`src/rtl/tcg_pkg.sv`:
```
package tcg_pkg;

  // Default sizing shared by the block and its bench
  localparam int unsigned TCG_CNT_W_DEF = 8;
  localparam int unsigned TCG_FILT_DEF  = 3;
  localparam int unsigned TCG_HOLD_DEF  = 16;

  // Registered output levels produced by the regenerator
  typedef struct packed {
    logic sync;
    logic div2;
    logic pulse;
    logic cont;
  } tcg_out_t;

endpackage

```
`src/rtl/tcg_sync2.sv`:
```
module tcg_sync2 #(
  parameter int unsigned W = 1
) (
  input  logic         clk,
  input  logic         rst_n,
  input  logic [W-1:0] d,
  output logic [W-1:0] q
);

  for (genvar i = 0; i < W; i++) begin : g_bit
    logic meta_q;
    logic stab_q;
    always_ff @(posedge clk or negedge rst_n) begin
      if (!rst_n) begin
        meta_q <= 1'b0;
        stab_q <= 1'b0;
      end else begin
        meta_q <= d[i];
        stab_q <= meta_q;
      end
    end
    assign q[i] = stab_q;
  end

endmodule

```
`src/rtl/tcg_trig_filt.sv`:
```
module tcg_trig_filt #(
  parameter int unsigned FILT_LEN = 3
) (
  input  logic clk,
  input  logic rst_n,
  input  logic trig_s,
  output logic trig_hi,
  output logic trig_fall
);

  localparam int unsigned HC_W = (FILT_LEN < 2) ? 1 : $clog2(FILT_LEN + 1);
  localparam logic [HC_W-1:0] LAST = HC_W'(FILT_LEN - 1);

  logic [HC_W-1:0] hcnt;
  logic            trig_d;

  // High must persist for FILT_LEN samples; low is accepted at once
  always_ff @(posedge clk or negedge rst_n) begin
    if (!rst_n) begin
      hcnt    <= '0;
      trig_hi <= 1'b0;
      trig_d  <= 1'b0;
    end else begin
      trig_d <= trig_hi;
      if (!trig_s) begin
        hcnt    <= '0;
        trig_hi <= 1'b0;
      end else if (hcnt == LAST) begin
        trig_hi <= 1'b1;
      end else begin
        hcnt <= hcnt + 1'b1;
      end
    end
  end

  assign trig_fall = trig_d & ~trig_hi;

  // acceptance of a high needs the synchronized input to be high
  a_r7_rise_needs_high: assert property (@(posedge clk) disable iff (!rst_n)
    $rose(trig_hi) |-> $past(trig_s));

  // a low on the synchronized input is passed on the next edge
  a_r7_fall_prompt: assert property (@(posedge clk) disable iff (!rst_n)
    $fell(trig_s) |=> !trig_hi);

endmodule

```
`src/rtl/tcg_ref_meas.sv`:
```
module tcg_ref_meas #(
  parameter int unsigned CNT_W = 8
) (
  input  logic             clk,
  input  logic             rst_n,
  input  logic             ref_s,
  output logic [CNT_W-1:0] per,
  output logic [CNT_W-1:0] low_w,
  output logic             meas_ok,
  output logic             per_chg
);

  logic             ref_d;
  logic             seen_rise;
  logic [CNT_W-1:0] cyc_cnt;
  logic [CNT_W-1:0] low_cnt;
  logic             ref_rise;

  function automatic logic [CNT_W-1:0] sat_inc(input logic [CNT_W-1:0] v);
    return (&v) ? v : v + 1'b1;
  endfunction

  function automatic logic far_apart(input logic [CNT_W-1:0] a,
                                     input logic [CNT_W-1:0] b);
    logic [CNT_W-1:0] diff;
    diff = (a > b) ? (a - b) : (b - a);
    return diff > CNT_W'(1);
  endfunction

  assign ref_rise = ref_s & ~ref_d;

  // Ticks between rising edges give the period; low samples give the low width
  always_ff @(posedge clk or negedge rst_n) begin
    if (!rst_n) begin
      ref_d     <= 1'b0;
      seen_rise <= 1'b0;
      cyc_cnt   <= '0;
      low_cnt   <= '0;
      per       <= '0;
      low_w     <= '0;
      meas_ok   <= 1'b0;
      per_chg   <= 1'b0;
    end else begin
      ref_d   <= ref_s;
      per_chg <= 1'b0;
      if (ref_rise) begin
        cyc_cnt   <= CNT_W'(1);
        low_cnt   <= '0;
        seen_rise <= 1'b1;
        if (seen_rise) begin
          per     <= cyc_cnt;
          low_w   <= low_cnt;
          meas_ok <= 1'b1;
          per_chg <= meas_ok && far_apart(cyc_cnt, per);
        end
      end else begin
        cyc_cnt <= sat_inc(cyc_cnt);
        if (!ref_s) low_cnt <= sat_inc(low_cnt);
      end
    end
  end

  // a settled measurement always has a low phase shorter than the period
  a_r3_low_below_period: assert property (@(posedge clk) disable iff (!rst_n)
    meas_ok |-> (low_w < per));

endmodule

```
`src/rtl/tcg_regen.sv`:
```
module tcg_regen
  import tcg_pkg::*;
#(
  parameter int unsigned CNT_W = 8
) (
  input  logic             clk,
  input  logic             rst_n,
  input  logic             trig_hi,
  input  logic             trig_fall,
  input  logic             ref_s,
  input  logic [CNT_W-1:0] per,
  input  logic [CNT_W-1:0] low_w,
  output tcg_out_t         lvl
);

  localparam int unsigned EW = CNT_W + 2;

  logic             run;
  logic [CNT_W-1:0] phase;
  logic [CNT_W-1:0] run_per;
  logic [CNT_W-1:0] run_low;
  logic [EW-1:0]    elapsed;
  logic [EW-1:0]    plen;
  logic             sync_q, div_q, pulse_q, cont_q;
  logic             sync_nx;
  logic             sync_rise_nx;

  function automatic logic [CNT_W-1:0] next_phase(input logic [CNT_W-1:0] ph,
                                                  input logic [CNT_W-1:0] pr);
    return ((pr == '0) || (ph >= pr - 1'b1)) ? '0 : ph + 1'b1;
  endfunction

  function automatic logic [EW-1:0] el_inc(input logic [EW-1:0] e);
    return (&e) ? e : e + 1'b1;
  endfunction

  // Pulse spans two periods starting with the first high phase
  function automatic logic pulse_window(input logic [EW-1:0]    el,
                                        input logic [CNT_W-1:0] lo,
                                        input logic [CNT_W-1:0] pr);
    logic [EW-1:0] lo_x;
    logic [EW-1:0] two_p;
    lo_x  = {2'b00, lo};
    two_p = {1'b0, pr, 1'b0};
    return (el >= lo_x) && (el < lo_x + two_p);
  endfunction

  assign sync_nx      = (phase >= run_low);
  assign sync_rise_nx = sync_nx & ~sync_q;

  always_ff @(posedge clk or negedge rst_n) begin
    if (!rst_n) begin
      run     <= 1'b0;
      phase   <= '0;
      run_per <= '0;
      run_low <= '0;
      elapsed <= '0;
      sync_q  <= 1'b0;
      div_q   <= 1'b0;
      pulse_q <= 1'b0;
      cont_q  <= 1'b0;
    end else if (trig_hi) begin
      run     <= 1'b0;
      phase   <= '0;
      elapsed <= '0;
      sync_q  <= 1'b0;
      div_q   <= 1'b0;
      pulse_q <= 1'b0;
      cont_q  <= ref_s;
    end else if (trig_fall) begin
      run     <= 1'b1;
      phase   <= '0;
      elapsed <= '0;
      run_per <= per;
      run_low <= low_w;
      sync_q  <= 1'b0;
      div_q   <= 1'b0;
      pulse_q <= 1'b0;
      cont_q  <= 1'b0;
    end else if (run) begin
      phase   <= next_phase(phase, run_per);
      elapsed <= el_inc(elapsed);
      sync_q  <= sync_nx;
      cont_q  <= sync_nx;
      pulse_q <= pulse_window(elapsed, run_low, run_per);
      if (sync_rise_nx) div_q <= ~div_q;
    end else begin
      cont_q <= 1'b0;
    end
  end

  // Length of the current high run of the pulse, used by the checks below
  always_ff @(posedge clk or negedge rst_n) begin
    if (!rst_n) plen <= '0;
    else        plen <= pulse_q ? plen + 1'b1 : '0;
  end

  assign lvl.sync  = sync_q;
  assign lvl.div2  = div_q;
  assign lvl.pulse = pulse_q;
  assign lvl.cont  = cont_q;

  // a high trigger silences the regenerated outputs on the next edge
  a_r2_quiet_when_high: assert property (@(posedge clk) disable iff (!rst_n)
    trig_hi |=> (!sync_q && !div_q && !pulse_q));

  // every rise of the regenerated clock flips the divided clock
  a_r4_div_follows_rise: assert property (@(posedge clk) disable iff (!rst_n)
    (run && $rose(sync_q)) |-> (div_q != $past(div_q)));

  // a pulse that ends while running lasted two latched periods
  a_r5_pulse_two_periods: assert property (@(posedge clk) disable iff (!rst_n)
    ($fell(pulse_q) && run) |-> (plen == {1'b0, run_per, 1'b0}));

  // the pulse never starts before the clock's first high phase
  a_r5_pulse_with_sync: assert property (@(posedge clk) disable iff (!rst_n)
    $rose(pulse_q) |-> sync_q);

endmodule

```
`src/rtl/trig_clk_regen.sv`:
```
module trig_clk_regen
  import tcg_pkg::*;
#(
  parameter int unsigned CNT_W    = TCG_CNT_W_DEF,
  parameter int unsigned FILT_LEN = TCG_FILT_DEF,
  parameter int unsigned HOLD_MIN = TCG_HOLD_DEF
) (
  input  logic clk,
  input  logic rst_n,
  input  logic ref_in,
  input  logic trig_in,
  output logic sync_clk,
  output logic sync_clk_n,
  output logic div2_clk,
  output logic div2_clk_n,
  output logic pulse_out,
  output logic cont_clk,
  output logic out_valid
);

  localparam int unsigned HW = $clog2(HOLD_MIN + 1) < 1 ? 1 : $clog2(HOLD_MIN + 1);

  logic [1:0]       raw_in;
  logic [1:0]       syn_in;
  logic             ref_s, trig_s;
  logic             trig_hi, trig_fall;
  logic [CNT_W-1:0] per, low_w;
  logic             meas_ok, per_chg;
  tcg_out_t         lvl;
  logic [HW-1:0]    hold_cnt;

  assign raw_in = {ref_in, trig_in};
  assign ref_s  = syn_in[1];
  assign trig_s = syn_in[0];

  tcg_sync2 #(.W(2)) u_sync (
    .clk   (clk),
    .rst_n (rst_n),
    .d     (raw_in),
    .q     (syn_in)
  );

  tcg_trig_filt #(.FILT_LEN(FILT_LEN)) u_filt (
    .clk       (clk),
    .rst_n     (rst_n),
    .trig_s    (trig_s),
    .trig_hi   (trig_hi),
    .trig_fall (trig_fall)
  );

  tcg_ref_meas #(.CNT_W(CNT_W)) u_meas (
    .clk     (clk),
    .rst_n   (rst_n),
    .ref_s   (ref_s),
    .per     (per),
    .low_w   (low_w),
    .meas_ok (meas_ok),
    .per_chg (per_chg)
  );

  tcg_regen #(.CNT_W(CNT_W)) u_regen (
    .clk       (clk),
    .rst_n     (rst_n),
    .trig_hi   (trig_hi),
    .trig_fall (trig_fall),
    .ref_s     (ref_s),
    .per       (per),
    .low_w     (low_w),
    .lvl       (lvl)
  );

  // Valid after a long enough high trigger on a settled measurement
  always_ff @(posedge clk or negedge rst_n) begin
    if (!rst_n) begin
      hold_cnt  <= '0;
      out_valid <= 1'b0;
    end else if (per_chg) begin
      hold_cnt  <= '0;
      out_valid <= 1'b0;
    end else if (trig_hi && meas_ok) begin
      if (hold_cnt == HW'(HOLD_MIN)) out_valid <= 1'b1;
      else                           hold_cnt  <= hold_cnt + 1'b1;
    end else if (!trig_hi) begin
      hold_cnt <= '0;
    end
  end

  assign sync_clk   = lvl.sync;
  assign sync_clk_n = ~lvl.sync;
  assign div2_clk   = lvl.div2;
  assign div2_clk_n = ~lvl.div2;
  assign pulse_out  = lvl.pulse;
  assign cont_clk   = lvl.cont;

  // valid is never shown without a settled measurement
  a_r8_valid_needs_meas: assert property (@(posedge clk) disable iff (!rst_n)
    out_valid |-> meas_ok);

  // valid only comes up during a filtered trigger high
  a_r8_valid_rise_in_high: assert property (@(posedge clk) disable iff (!rst_n)
    $rose(out_valid) |-> $past(trig_hi));

  // a detected period change drops valid on the next edge
  a_r8_change_clears: assert property (@(posedge clk) disable iff (!rst_n)
    per_chg |=> !out_valid);

endmodule

```
`config.mk`:
```
export PLATFORM = sky130hd
export DESIGN_NAME = trig_clk_regen
export DESIGN_NICKNAME = d
export VERILOG_FILES = /design/src/rtl/tcg_pkg.sv /design/src/rtl/tcg_sync2.sv /design/src/rtl/tcg_trig_filt.sv /design/src/rtl/tcg_ref_meas.sv /design/src/rtl/tcg_regen.sv /design/src/rtl/trig_clk_regen.sv
export SDC_FILE = /design/constraint.sdc
export NUM_CORES = 1
export LEC_CHECK = 0
export BUFFER_PORTS_ARGS = -buffer_cell sky130_fd_sc_hd__clkbuf_2
export CAP_MARGIN = 20
export CELL_PAD_IN_SITES_DETAIL_PLACEMENT = 1
export CELL_PAD_IN_SITES_GLOBAL_PLACEMENT = 1
export CORE_UTILIZATION = 50
export CTS_CLUSTER_DIAMETER = 80
export CTS_CLUSTER_SIZE = 24
export DETAILED_ROUTE_END_ITERATION = 6
export PLACE_DENSITY = 0.86
export SLEW_MARGIN = 25
export SYNTH_ARGS = -nofsm -noshare
export SYNTH_HDL_FRONTEND = slang
export SYNTH_HIERARCHICAL = 1
export SYNTH_SLANG_ARGS = --single-unit
```
`constraint.sdc`:
```
create_clock -name clk -period 3.2 [get_ports clk]
set_input_delay 0.32 -clock clk [delete_from_list [all_inputs] [get_ports clk]]
set_output_delay 0.32 -clock clk [all_outputs]
set_load 0.02 [all_outputs]
```
## Word level (Yosys, flattened, before mapping)

Cells that the tools add are included.
Widths: inputs -> output; s select.

| storage, ports and cells | value |
|---|---|
| bits in registers | 89 |
| input port bits | 4 |
| output and inout bits | 7 |
| logic and storage cells | 121 |

| operators by class | value |
|---|---|
| $add $sub $neg | 10 |
| $lt $le $gt $ge | 6 |
| eq/ne operators | 10 |
| muxes and demuxes | 42 |
| bitwise logic cells | 7 |
| reductions and logical operators | 20 |

Operator list:

| operator | count |
|---|---|
| $mux 8 | 10 |
| $mux 10 | 4 |
| $add 8x1->8 const B | 3 |
| $mux 1 | 22 |
| $mux 5 | 4 |
| $ge 8x8->1 | 2 |
| $reduce_and 8->1 | 2 |
| $sub 8x8->8 | 2 |
| $reduce_and 2->1 | 7 |
| $add 10x1->10 const B | 1 |
| $add 8x9->10 | 1 |
| $ge 10x8->1 | 1 |
| $lt 10x10->1 | 1 |
| $reduce_and 10->1 | 1 |
| $gt 8x1->1 const B | 1 |
| $gt 8x8->1 | 1 |
| $logic_not 8->1 | 1 |
| $ne 2x1->1 const B | 4 |
| $sub 8x1->8 const B | 1 |
| $ne 3x2->1 const B | 2 |
| $reduce_bool 2->1 | 3 |
| $reduce_bool 3->1 | 2 |
| $add 5x1->5 const B | 1 |
| $eq 5x5->1 const B | 1 |
| other kinds (9) | 17 |

## Logic depth before layout (Yosys ltp)

| depth | value |
|---|---|
| word-level depth | 7 |
| gate-level depth with buffers | 14 |
| depth with buffers taken out | 14 |

## Modules after synthesis

Netlist, hierarchy kept.

By module, submodules not included:

| module | times used | cells an instance | area an instance (um^2) | sequential area each (um^2) |
|---|---|---|---|---|
| tcg_regen | 1 | 328 | 2954.1 | 975.9 |
| tcg_ref_meas | 1 | 237 | 2232.1 | 900.9 |
| trig_clk_regen | 1 | 33 | 329.1 | 150.1 |
| tcg_trig_filt | 1 | 13 | 166.4 | 100.1 |
| tcg_sync2 | 1 | 6 | 115.1 | 100.1 |

## Least setup slack after synthesis

OpenSTA, ideal clock, no wires.

| timing | value |
|---|---|
| kind | flip-flop to flip-flop |
| start | register u_regen.run_per[0] |
| end | register u_regen.pulse_q |
| library setup time | 0.119 ns |
| data arrival time | 2.373 ns |
| data required time | 3.081 ns |
| slack | 0.708 ns |
| cell stages (with the launch flop) | 15 |
| buffers on the path | 0 |
| period minus slack after synthesis | 2.492 ns |
| cells stage by stage | dfrtp_1 > ha_1 > inv_1 > fa_1 > nor2b_1 > o21ai_0 > a21boi_0 > o21ai_0 > o2bb2ai_1 > ha_1 > o21a_1 > o21ai_0 > a21oi_1 > o21ai_0 > o21a_1 |

| on the way | value |
|---|---|
| cells in the longest elaborated chain, start to end | 6 |

RTL lines:

| what | RTL line | RTL |
|---|---|---|
| start, declared | tcg_regen.sv:20 | `logic [CNT_W-1:0] run_per;` |
| start signal, assigned | tcg_regen.sv:74 | `run_per <= per;` |
| $add 8x9->10 | tcg_regen.sv:45 | `return (el >= lo_x) && (el < lo_x + two_p);` |
| $lt 10x10->1 | tcg_regen.sv:45 |  |
| $logic_and 1x1->1 | tcg_regen.sv:45 |  |
| $mux 1 | tcg_regen.sv:80 | `end else if (run) begin` |
| $mux 1 | tcg_regen.sv:70 | `end else if (trig_fall) begin` |
| $mux 1 | tcg_regen.sv:62 | `end else if (trig_hi) begin` |
| end signal, assigned | tcg_regen.sv:85 | `pulse_q <= pulse_window(elapsed, run_low, run_per);` |
| end, declared | tcg_regen.sv:24 | `logic sync_q, div_q, pulse_q, cont_q;` |

Every way passes these cells. The select of a mux whose other input is x is not followed.
A chain may end at the register's enable or synchronous reset.

## Worst setup path in the final report

| timing | value |
|---|---|
| start | register u_regen.run_per[3] |
| end | register u_regen.phase[7] |

| on the way | value |
|---|---|
| cells in the longest elaborated chain, start to end | 7 |
| elaborated cells between the ends (all ways) | 8 |
| those cells by class | 1 x add/sub; 1 x order compare; 4 x mux; 2 x reduce/logical |

RTL lines:

| what | RTL line | RTL |
|---|---|---|
| $sub 8x1->8 | tcg_regen.sv:30 | `return ((pr == '0) \|\| (ph >= pr - 1'b1)) ? '0 : ph + 1'b1;` |
| $ge 8x8->1 | tcg_regen.sv:30 |  |
| $logic_or 1x1->1 (*) | tcg_regen.sv:30 |  |
| $mux 8 (*) | tcg_regen.sv:30 |  |
| $mux 8 (*) | tcg_regen.sv:80 |  |
| $mux 8 (*) | tcg_regen.sv:70 |  |
| $mux 8 (*) | tcg_regen.sv:62 |  |
| end signal, assigned | tcg_regen.sv:81 | `phase <= next_phase(phase, run_per);` |
| end, declared | tcg_regen.sv:19 | `logic [CNT_W-1:0] phase;` |

Mark *: on every way between the ends. The rest lies on a longest branch, timed or not. The select of a mux whose other input is x is not followed.

==> results.yml <==
finish:
  diodes: 0
  fin_cells: 766
  multi_input_area_sq_mm: 0.00325
  drive_above_1_share: 0.102
  stdcell_area_sq_mm: 0.00625
  post-route-util: 0.564
  num-nets-final: 692
  area_growth_pct: 7.77
  n_fill_cell: 1276
  final-seq-area_sq_mm: 0.00223
logic_synthesis:
  synthDistinctLibCells: 64
  syn-num-nets: 688
  yosys_warnings: 6
  syn_inst: 617
  ys_seq_area_frac: 0.384
  ys_top_cells_by_count: "dfrtp_1, ha_1, nand2_1"
  synth_edf_count: 0
  synth_top_area_cell: "dfrtp_1"
  synthDominantCellAreaShare: 0.384
  netlist_area_sq_mm: 0.00580
  async_flop_share: 1.00
  ys_ff_latch: 89
  ys.flop_type: "dfrtp_1"
  syn_avg_cell_area_sq_um: 9.40
  synth_most_common_cell: "dfrtp_1"
  synthTopCellsByArea: "dfrtp_1, ha_1, o21ai_0"
global_routing:
  grt_max_degree: 37
  grt_pass1_vias: 4994
  grt_usage: 0.274
  grt_pass1_wl_um: 25100
  antenna_found_initial: 0
  grt.overflow.total: 0
flow_run:
  drv_cap: 0
floorplanning:
  num_io_pins: 11
  die_area_sq_mm: 0.0120
  core_area_sq_mm: 0.0111
  core.rowCount: 38
  die_x_um: 110
  start_util: 0.523
  die_h_um: 110
critical_path:
  slowest_stage: "nor4_1"
  path_cells: "nor4_1 > nand2_1 > xor2_1 > ha_1 > a211oi_1 > nor2_1 > a211oi_1 > buf_4 > a21bo_1 > a21oi_2"
  rr_worst_depth: 10
  critPathCaptureType: "flop"
  r2r_start: "u_regen/run_per[3]"
  critical_path.max_fanout: 12
  worstSetupPathType: "reg2reg"
  worst_setup_path_start_kind: "flop"
  endpoint: "u_regen/phase[7]"
  path_delay_family: "compound AO/OA/AOI/OAI gates"
  startpoint: "u_regen/run_per[3]"
  cp_num_cells: 10
  slowest_delay_ns: 0.56
  crit_top_cell: "a211oi_1"
  rrSetupSlack_ns: 0.29
  worst-path-buf-inv: 1
  r2r-end: "u_regen/phase[7]"
  required_ns: 3.48
  cp.arrival_ns: 3.19
timing:
  skew_ns: 0.00829
  setup_tns_ns: 0
  max_freq_mhz: 343
  finalCritPeriodShare: 0.910
  worst_slack_ns: 0.288
  finalCriticalPeriod_ns: 2.91
  hold_viol_final: 0
  slew_headroom: 0.431
  worstMarginPinSlew_ns: 0.852
  finalSetupViolCount: 0
  hold-worst-slack_ns: 0.0655
  rsz0062_at_grt: "false"
  drv_slew: 0
route:
  wl_per_cell_um: 19.2
  finalWirelength_um: 14700
  drtIter0Drc: 232
  first_pass_iters: 4
  vias: 4591
  via_per_inst: 5.99
  ant_nets: 0
  drc: 0
outcome:
  status: "completed"
min_path:
  min_from: "ref_in"
  hold_path.class: "in2reg"
clocking:
  cts.path.max_buffers: 2
  clock_latency_ns: 0.35
  clockRootBuffer: "clkbuf_16"
  numCtsBuffers: 9
  htree_num_levels: 3
  cts_tree: "built"
  post_cts_buffers: 0
  cts_num_sinks: 89
  clk_pin_slew_worst_paths_ns: 0.07
place:
  gp_congestion: 0.895
  pre_cts_ws_ns: 0.400
  hpwlAfterDp_um: 10700
  portBuffers: 10
  postPlaceCellArea_sq_mm: 0.00593
  dp_cells: 749
pwr:
  p_leak_nw: 2.91
  p_total_mw: 5.09
  p_per_area_mw_per_mm2: 815
  irDropWorstVdd_v: 0.000410
==> placed cells by master (no fill, tap or decap), types with 4 or more instances in the layout <==
cell type / n
a31oi_1: 11
nand2b_1: 11
nor2_1: 45
xor2_1: 13
xnor2_1: 15
o21ai_0: 50
a21oi_1: 31
nand4_1: 11
clkbuf_16: 9
a21o_1: 4
and3_1: 10
nor3_1: 7
dfrtp_1: 89
inv_1: 49
nand2_1: 57
mux2i_1: 4
a211oi_1: 6
or3_1: 8
nand3_1: 23
nand3b_1: 4
buf_4: 6
mux2_2: 19
ha_1: 64
clkbuf_2: 9
nor2b_1: 7
==> worst min path at each step <==
stage               cells after the start                     end  slack, ns
floorplan                               0             hold_cnt[0]       0.02
global placement                        1          u_regen/sync_q       0.30
detailed placement                      1        u_regen/phase[7]       0.30
CTS                                     1  u_sync/g_bit[1].meta_q       0.06
global route                            1  u_sync/g_bit[1].meta_q       0.06
finish                                  1  u_sync/g_bit[1].meta_q       0.07
==> flip-flops by register name (all words and copies together), names as in the netlist, 2 cells and up <==
| register | count |
|---|---|
| u_meas/low_cnt | 8 |
| u_regen/run_low | 8 |
| u_sync/g_bit.meta_q | 2 |
| u_meas/cyc_cnt | 8 |
| u_sync/g_bit.stab_q | 2 |
| hold_cnt | 5 |
| u_regen/phase | 8 |
| u_regen/elapsed | 10 |
| u_meas/low_w | 8 |
| u_regen/run_per | 8 |
| u_meas/per | 8 |
| u_filt/hcnt | 2 |
==> report_power, final <==
group / switching (mW) / internal (mW)
Sequential: 0.290 / 1.33
Clock: 0.505 / 0.620
Combinational: 1.35 / 0.993
Total: 2.15 / 2.94
==> area by class of cell <==
class,instances,share of cell area
repair buffers,16,0.0160
multi-input cells,456,0.521
clock inverters,7,0.0134
well taps,140,0.0280
clock buffers,9,0.0361
inverters,49,0.0294
flip-flops and latches,89,0.356
==> timing repair <==
action	in CTS	in global routing
resized for setup	0	0
hold endpoints to repair	34	0
hold buffers	1	0
==> kinds of logic (layout without fill, tap and decap cells) <==
group / after synthesis / count (layout) / synth area share
AO/OA/AOI/OAI: 135 / 135 / 0.148
flip-flops: 89 / 89 / 0.384
multiplexers: 23 / 23 / 0.0438
buffers and inverters: 72 / 81 / 0.0548
XOR/XNOR: 29 / 29 / 0.0451
AND/OR/NAND/NOR: 202 / 202 / 0.175
adder cells (fa/ha/maj): 67 / 67 / 0.149
==> per-layer routing <==
layer,up-vias,wire length (um),global-route usage
li1,2171,-,-
met1,2316,6330,0.335
met2,79,7610,0.490
met3,25,419,0.0379
met4,0,336,0.0990
met5,-,0,0
Note: power is estimated with default switching activity, not from simulation.
